<file path="src/rtl/sst_pkg.sv">
package sst_pkg;
    typedef enum logic [1:0] {
        ST_IDLE = 2'd0,
        ST_LOW  = 2'd1,
        ST_HIGH = 2'd2
    } tx_state_t;
endpackage

</file>
<file path="src/rtl/sst_edge_src.sv">
module sst_edge_src #(
    parameter int DIV_W       = 8,
    parameter int SYNC_STAGES = 2
) (
    input  logic             clk,
    input  logic             rst_n,
    input  logic             ext_mode,
    input  logic [DIV_W-1:0] div_half,
    input  logic             run,
    input  logic             phase_low,
    input  logic             start_req,
    input  logic             sclk_in,
    output logic             rise_evt,
    output logic             fall_evt
);
    localparam int LAST_STAGE = SYNC_STAGES - 1;

    logic [SYNC_STAGES-1:0] sync_r;
    logic                   sync_d;
    logic [DIV_W-1:0]       cnt_q;
    logic [DIV_W-1:0]       limit;
    logic                   tick;
    logic                   ext_rise, ext_fall;
    logic                   int_rise, int_fall;

    // two-flop (or longer) synchronizer on the incoming clock, idle high
    always_ff @(posedge clk or negedge rst_n) begin
        if (!rst_n) begin
            sync_r <= '1;
            sync_d <= 1'b1;
        end else begin
            sync_r <= {sync_r[SYNC_STAGES-2:0], sclk_in};
            sync_d <= sync_r[LAST_STAGE];
        end
    end

    assign ext_rise = sync_r[LAST_STAGE] & ~sync_d;
    assign ext_fall = ~sync_r[LAST_STAGE] & sync_d;

    // half-period divider, held at zero while idle
    assign limit = (div_half == '0) ? '0 : div_half - 1'b1;

    always_ff @(posedge clk or negedge rst_n) begin
        if (!rst_n) begin
            cnt_q <= '0;
        end else if (!run || cnt_q >= limit) begin
            cnt_q <= '0;
        end else begin
            cnt_q <= cnt_q + 1'b1;
        end
    end

    assign tick     = run && (cnt_q >= limit);
    assign int_rise = tick & phase_low;
    assign int_fall = (tick & ~phase_low) | (~run & start_req);

    assign rise_evt = ext_mode ? ext_rise : int_rise;
    assign fall_evt = ext_mode ? ext_fall : int_fall;

    a_r3_edges_exclusive: assert property (@(posedge clk) disable iff (!rst_n)
        !(rise_evt && fall_evt));

    a_r3_no_rise_in_high_half: assert property (@(posedge clk) disable iff (!rst_n)
        (!ext_mode && run && !phase_low) |-> !rise_evt);
endmodule

</file>
<file path="src/rtl/sst_flags.sv">
module sst_flags #(
    parameter int DATA_W = 8
) (
    input  logic              clk,
    input  logic              rst_n,
    input  logic              wr_en,
    input  logic [DATA_W-1:0] wr_data,
    input  logic              load,
    input  logic              end_set,
    input  logic              tend_clr,
    input  logic              empty_irq_en,
    input  logic              end_irq_en,
    output logic [DATA_W-1:0] hold_q,
    output logic              empty_q,
    output logic              tend_q,
    output logic              irq_empty,
    output logic              irq_end
);
    always_ff @(posedge clk or negedge rst_n) begin
        if (!rst_n) begin
            hold_q <= '0;
        end else if (wr_en) begin
            hold_q <= wr_data;
        end
    end

    // write beats load: a byte written in the load cycle stays queued
    always_ff @(posedge clk or negedge rst_n) begin
        if (!rst_n) begin
            empty_q <= 1'b1;
        end else if (wr_en) begin
            empty_q <= 1'b0;
        end else if (load) begin
            empty_q <= 1'b1;
        end
    end

    always_ff @(posedge clk or negedge rst_n) begin
        if (!rst_n) begin
            tend_q <= 1'b1;
        end else if (end_set) begin
            tend_q <= 1'b1;
        end else if (load || tend_clr) begin
            tend_q <= 1'b0;
        end
    end

    assign irq_empty = empty_q & empty_irq_en;
    assign irq_end   = tend_q & end_irq_en;

    a_r2_load_sets_empty: assert property (@(posedge clk) disable iff (!rst_n)
        (load && !wr_en) |=> empty_q);

    a_r2_write_clears_empty: assert property (@(posedge clk) disable iff (!rst_n)
        wr_en |=> !empty_q);

    a_r6_load_clears_end: assert property (@(posedge clk) disable iff (!rst_n)
        (load && !end_set) |=> !tend_q);

    a_r5_end_and_load_apart: assert property (@(posedge clk) disable iff (!rst_n)
        !(load && end_set));
endmodule

</file>
<file path="src/rtl/sst_tx_fsm.sv">
module sst_tx_fsm
    import sst_pkg::*;
#(
    parameter int DATA_W = 8
) (
    input  logic              clk,
    input  logic              rst_n,
    input  logic              ext_mode,
    input  logic              rise_evt,
    input  logic              fall_evt,
    input  logic              empty,
    input  logic [DATA_W-1:0] hold_q,
    output logic              load,
    output logic              end_set,
    output logic              run,
    output logic              phase_low,
    output logic              txd,
    output logic              sclk_out
);
    localparam int                CNT_W   = $clog2(DATA_W);
    localparam logic [CNT_W-1:0]  MSB_IDX = CNT_W'(DATA_W - 1);
    localparam logic [CNT_W-1:0]  PRE_MSB = CNT_W'(DATA_W - 2);

    tx_state_t         state_q, state_nx;
    logic [DATA_W-1:0] shreg_q;
    logic [CNT_W-1:0]  bit_q;
    logic [CNT_W-1:0]  bit_nx;
    logic              chain_q;
    logic              txd_q;
    logic              sclk_q;

    assign bit_nx = bit_q + 1'b1;

    // next state and strobes
    always_comb begin
        state_nx = state_q;
        load     = 1'b0;
        end_set  = 1'b0;
        unique case (state_q)
            ST_IDLE: begin
                if (fall_evt && !empty) begin
                    load     = 1'b1;
                    state_nx = ST_LOW;
                end
            end
            ST_LOW: begin
                if (rise_evt) begin
                    state_nx = (bit_q == MSB_IDX && !chain_q) ? ST_IDLE : ST_HIGH;
                end
            end
            ST_HIGH: begin
                if (fall_evt) begin
                    state_nx = ST_LOW;
                    if (bit_q == PRE_MSB) begin
                        if (!empty) begin
                            load = 1'b1;
                        end else begin
                            end_set = 1'b1;
                        end
                    end
                end
            end
            default: state_nx = ST_IDLE;
        endcase
    end

    // state register
    always_ff @(posedge clk or negedge rst_n) begin
        if (!rst_n) begin
            state_q <= ST_IDLE;
        end else begin
            state_q <= state_nx;
        end
    end

    // datapath and line outputs
    always_ff @(posedge clk or negedge rst_n) begin
        if (!rst_n) begin
            shreg_q <= '0;
            bit_q   <= '0;
            chain_q <= 1'b0;
            txd_q   <= 1'b1;
            sclk_q  <= 1'b1;
        end else begin
            sclk_q <= ext_mode || (state_nx != ST_LOW);
            if (state_q == ST_IDLE && load) begin
                shreg_q <= hold_q;
                txd_q   <= hold_q[0];
                bit_q   <= '0;
                chain_q <= 1'b0;
            end else if (state_q == ST_HIGH && fall_evt) begin
                if (bit_q == MSB_IDX) begin
                    txd_q   <= shreg_q[0];
                    bit_q   <= '0;
                    chain_q <= 1'b0;
                end else begin
                    txd_q <= shreg_q[bit_nx];
                    bit_q <= bit_nx;
                    if (load) begin
                        shreg_q <= hold_q;
                        chain_q <= 1'b1;
                    end
                end
            end
        end
    end

    assign run       = (state_q != ST_IDLE);
    assign phase_low = (state_q == ST_LOW);
    assign txd       = txd_q;
    assign sclk_out  = sclk_q;

    a_r3_txd_moves_on_fall: assert property (@(posedge clk) disable iff (!rst_n)
        !fall_evt |=> $stable(txd_q));

    a_r5_idle_clock_high: assert property (@(posedge clk) disable iff (!rst_n)
        (state_q == ST_IDLE) |-> sclk_q);

    a_r4_chain_keeps_running: assert property (@(posedge clk) disable iff (!rst_n)
        (state_q == ST_HIGH && chain_q) |=> (state_q != ST_IDLE));

    a_r8_ext_clock_parked: assert property (@(posedge clk) disable iff (!rst_n)
        ($past(ext_mode) && ext_mode) |-> sclk_q);
endmodule

</file>
<file path="src/rtl/sst_tx.sv">
module sst_tx #(
    parameter int DATA_W      = 8,
    parameter int DIV_W       = 8,
    parameter int SYNC_STAGES = 2
) (
    input  logic             clk,
    input  logic             rst_n,
    input  logic             ext_clk_sel,
    input  logic [DIV_W-1:0] div_half,
    input  logic             empty_irq_en,
    input  logic             end_irq_en,
    input  logic             wr_en,
    input  logic [DATA_W-1:0] wr_data,
    input  logic             tend_clr,
    input  logic             sclk_in,
    output logic             tdr_empty,
    output logic             tx_end,
    output logic             irq_empty,
    output logic             irq_end,
    output logic             sclk_out,
    output logic             txd
);
    logic              load_w, end_set_w, run_w, low_w;
    logic              rise_w, fall_w;
    logic              empty_w, tend_w;
    logic [DATA_W-1:0] hold_w;

    sst_edge_src #(
        .DIV_W       (DIV_W),
        .SYNC_STAGES (SYNC_STAGES)
    ) u_edge (
        .clk       (clk),
        .rst_n     (rst_n),
        .ext_mode  (ext_clk_sel),
        .div_half  (div_half),
        .run       (run_w),
        .phase_low (low_w),
        .start_req (~empty_w),
        .sclk_in   (sclk_in),
        .rise_evt  (rise_w),
        .fall_evt  (fall_w)
    );

    sst_flags #(
        .DATA_W (DATA_W)
    ) u_flags (
        .clk          (clk),
        .rst_n        (rst_n),
        .wr_en        (wr_en),
        .wr_data      (wr_data),
        .load         (load_w),
        .end_set      (end_set_w),
        .tend_clr     (tend_clr),
        .empty_irq_en (empty_irq_en),
        .end_irq_en   (end_irq_en),
        .hold_q       (hold_w),
        .empty_q      (empty_w),
        .tend_q       (tend_w),
        .irq_empty    (irq_empty),
        .irq_end      (irq_end)
    );

    sst_tx_fsm #(
        .DATA_W (DATA_W)
    ) u_fsm (
        .clk       (clk),
        .rst_n     (rst_n),
        .ext_mode  (ext_clk_sel),
        .rise_evt  (rise_w),
        .fall_evt  (fall_w),
        .empty     (empty_w),
        .hold_q    (hold_w),
        .load      (load_w),
        .end_set   (end_set_w),
        .run       (run_w),
        .phase_low (low_w),
        .txd       (txd),
        .sclk_out  (sclk_out)
    );

    assign tdr_empty = empty_w;
    assign tx_end    = tend_w;

    a_r1_quiet_after_reset: assert property (@(posedge clk) disable iff (!rst_n)
        (!run_w && tend_w) |-> sclk_out);
endmodule

</file>
<file path="config.mk">
export PLATFORM = sky130hd
export DESIGN_NAME = sst_tx
export DESIGN_NICKNAME = d
export VERILOG_FILES = /design/src/rtl/sst_pkg.sv /design/src/rtl/sst_edge_src.sv /design/src/rtl/sst_flags.sv /design/src/rtl/sst_tx_fsm.sv /design/src/rtl/sst_tx.sv
export SDC_FILE = /design/constraint.sdc
export NUM_CORES = 1
export LEC_CHECK = 0
export BUFFER_PORTS_ARGS = -buffer_cell sky130_fd_sc_hd__buf_4
export CAP_MARGIN = 10
export CELL_PAD_IN_SITES_DETAIL_PLACEMENT = 0
export CELL_PAD_IN_SITES_GLOBAL_PLACEMENT = 2
export CORE_ASPECT_RATIO = 0.5
export CORE_MARGIN = 2
export CORE_UTILIZATION = 33
export DETAILED_ROUTE_END_ITERATION = 8
export MAX_ROUTING_LAYER = met4
export PLACE_DENSITY = 0.71
export SYNTH_ARGS = -nofsm -noshare
export SYNTH_HDL_FRONTEND = slang
export SYNTH_SLANG_ARGS = --single-unit
</file>
<file path="constraint.sdc">
create_clock -name clk -period 2.1 [get_ports clk]
set_input_delay 0.105 -clock clk [delete_from_list [all_inputs] [get_ports clk]]
set_output_delay 0.105 -clock clk [all_outputs]
set_load 0.01 [all_outputs]
</file>
==> out/results.tsv <==
metric	value	unit
setup tns final	-6.42	ns
final hold slack	0.0592	ns
Layout area overhead	49.5	%
Max IR drop VDD	0.458	mV
die span in y	59.7	um
CP max-delay cell	a311o_2	
Syn Inst Count	188	
GRT Util Overall	0.155	
most common cell after layout, fill and taps aside	buf_4	
largest net degree at the start of global routing	38	
placed insts	331	
CTS root buffer	clkbuf_16	
post-synthesis async set-or-reset flop share	1.00	
dpl hpwl	3330	um
count of cell types in the netlist	39	
row count	20	
Pwr Total	3.02	mW
Max Slew Vio Count	0	
Pre-antenna DRT Iters	4	
CP endpoint kind	flop	
leakage power	1.41	nW
Crit Path Class	in -> reg	
Post-Route Skew	0.00711	ns
worst-path maximum fanout	8	
Max Cap Viol	0	
share of cells above drive strength 1	0.473	
Cell Pwr Density	987	nW/um^2
count of final hold-check violations	0	
Clock Pin Slew Worst Setup and Hold Paths	0.06	ns
flops & latches, synth	37	
WL/cell	13.5	um
htree depth	2	
Starting Density	0.340	
die footprint	6900	um^2
final setup margin	-0.366	ns
fin area	3060	um^2
Tcrit/Tclk final	1.17	
setup violators final	26	
first-pass GRT wire length	7840	um
DRC	0	
Final ANT Viol Nets	0	
vias in the first global route	1685	
GP Congestion	0.803	
RSZ-0062 raised after global routing	true	
post-layout net count	294	
PortBufs	29	
Num CTS Buffers	5	
antenna violations before repair	0	
clock latency at the later pin of the worst-skew pair	0.28	ns
Required @ worst endpoint	2.26	ns
Via density	4.79	
Slew Limit Headroom	0.625	
switching pwr	908	uW
combinational group share of total power	0.367	
Hold Crit Class	in -> reg	
slowest stage delay, CP	0.44	ns
most frequent CP cell	nor3_4	
most frequent cells in the layout	buf_4, dfrtp_1, nand2_1, nor2_1, ha_1	
EDFF count, synth	0	
Worst-Margin Slew	0.548	ns
Tmin final	2.47	ns
via count	1657	
FMAX	406	MHz
clock network fraction of total power	0.286	
CP arrival	2.63	ns
failing checks	setup timing	
chip width	115	um
clock sinks	37	
share of total power consumed by net switching	0.300	
worst-case clock buffer depth	2	
sequential power share	0.347	
Post-Syn Area	2050	um^2
TritonCTS clock tree	yes	
core area	6030	um^2
sequential-to-total area share from yosys stat	0.456	
status	complete, but fails checks	
Syn. warnings	0	
area post-placement	2620	um^2
io pins	30	
number of diodes	0	
syn_nets	225	
CP startpoint kind	primary input	
CP cell instances	buf_6 -> nor3_4 -> nand2_2 -> nor3_4 -> nand2b_1 -> and2_1 -> ha_1 -> a31oi_1 -> nor2b_1 -> o311ai_4 -> a311o_2 -> a21oi_4 -> buf_12 -> mux2_4	
final wirelength	4690	um
initial DRC count	31	
total grt overflow	0	
Post-synth top flop	dfrtp_1	
syn_area_per_cell	10.9	um^2
fin cells	346	
Power Internal	2.12	mW
-- area by class of cell --
class / instances / area, um^2
Fill cell: 547 / 2970
Timing Repair Buffer: 65 / 536
Inverter: 10 / 37.5
Clock buffer: 7 / 143
Multi-Input combinational cell: 138 / 1270
Tap cell: 88 / 110
Sequential cell: 37 / 935
Clock inverter: 1 / 30.0
-- registers in the layout, indices dropped and copies added, names as in the netlist, 2 cells and up --
name and count:
u_edge.cnt_q 8, u_flags.hold_q 8, u_fsm.shreg_q 8, u_fsm.bit_q 3, u_edge.sync_r 2, u_fsm.state_q 2
-- power groups by stage --
| stage | combinational, mW | clock (mW) | sequential [mW] |
|---|---|---|---|
| 5_1_grt | 1.21 | 0.926 | 1.08 |
| 3_3_place_gp | 0.907 | 0 | 1.05 |
| 4_1_cts | 1.08 | 0.889 | 1.04 |
| 6_report | 1.11 | 0.865 | 1.05 |
| 3_5_place_dp | 0.912 | 0 | 1.05 |
| 2_1_floorplan | 0.582 | 0 | 1.02 |
-- worst paths after layout --
| kind | slack, ns | cells past startpoint | to | startpoint |
|---|---|---|---|---|
| worst max-delay path | -0.37 | 14 | u_fsm.shreg_q[2] | div_half[3] |
| worst min-delay path | 0.06 | 2 | u_flags.hold_q[6] | wr_data[6] |
| worst max register to register | -0.14 | 8 | u_fsm.shreg_q[2] | u_edge.cnt_q[1] |
| worst min register to register | 0.36 | 0 | u_edge.sync_r[1] | u_edge.sync_r[0] |
| max in group asynchronous | 1.42 | 2 | u_fsm.sclk_out | rst_n |
| min in group asynchronous | 0.33 | 2 | u_flags.hold_q[1] | rst_n |
-- Yosys cell counts (2+ instances only) --
library cell  number  share of area
a2111oi_0          2         0.0085
a21o_1             2         0.0073
a21oi_1            7          0.017
a31oi_1            5          0.015
and2_1             4          0.012
and3_1             4          0.012
clkbuf_1           3         0.0055
dfrtp_1           30           0.37
dfstp_2            7          0.090
ha_1              13          0.079
inv_1             10          0.018
mux2_2            16          0.088
mux2i_1            3          0.015
mux4_2             2          0.022
nand2_1           16          0.029
nand2b_1           5          0.015
nand3_1            7          0.017
nor2_1            14          0.026
nor2b_1            3         0.0092
nor3_1             6          0.015
o211ai_1           3          0.011
o21ai_0            2         0.0049
xnor2_1            2         0.0085
xor2_1             7          0.030
-- worst max-delay path: cells and delay by family --
kind                     cells  cell delay [ns]
buffers and inverters        2             0.25
adder cells (fa/ha/maj)      1             0.26
multiplexers                 1             0.30
AND/OR/NAND/NOR              6             0.94
AO/OA/AOI/OAI                4             0.78
-- routing by layer --
layer	GRT usage	vias up	part of all wire
li1	-	820	-
met5	-	-	0
met4	0.0534	0	0.020
met2	0.263	25	0.48
met1	0.187	802	0.47
met3	0.0335	10	0.030
-- cell families (layout without fill, tap and decap cells) --
family / Yosys count / count (layout) / share of synthesized area
fa+ha+maj: 13 / 13 / 0.0794
mux: 21 / 21 / 0.125
flops: 37 / 37 / 0.456
simple gates: 61 / 61 / 0.142
compound gates: 34 / 34 / 0.136
buf+inv: 13 / 83 / 0.0238
xor+xnor: 9 / 9 / 0.0385
-- timing repair --
item                                    4_1_cts  5_1_grt
hold buffers                                  2        0
hold endpoints to repair                     31        0
buffers inserted                              5        0
endpoints found under the setup margin       26       26
gates resized for setup                      30       10
pin swaps                                    23       11
-- stage by stage --
stage,worst slack (ns),utilization
2_1_floorplan,-0.421,-
3_5_place_dp,-0.731,0.434
5_1_grt,-0.499,0.508
6_report,-0.366,0.508
4_1_cts,-0.405,0.498
3_3_place_gp,-0.693,0.434
Power figures use the tool's default switching activity.
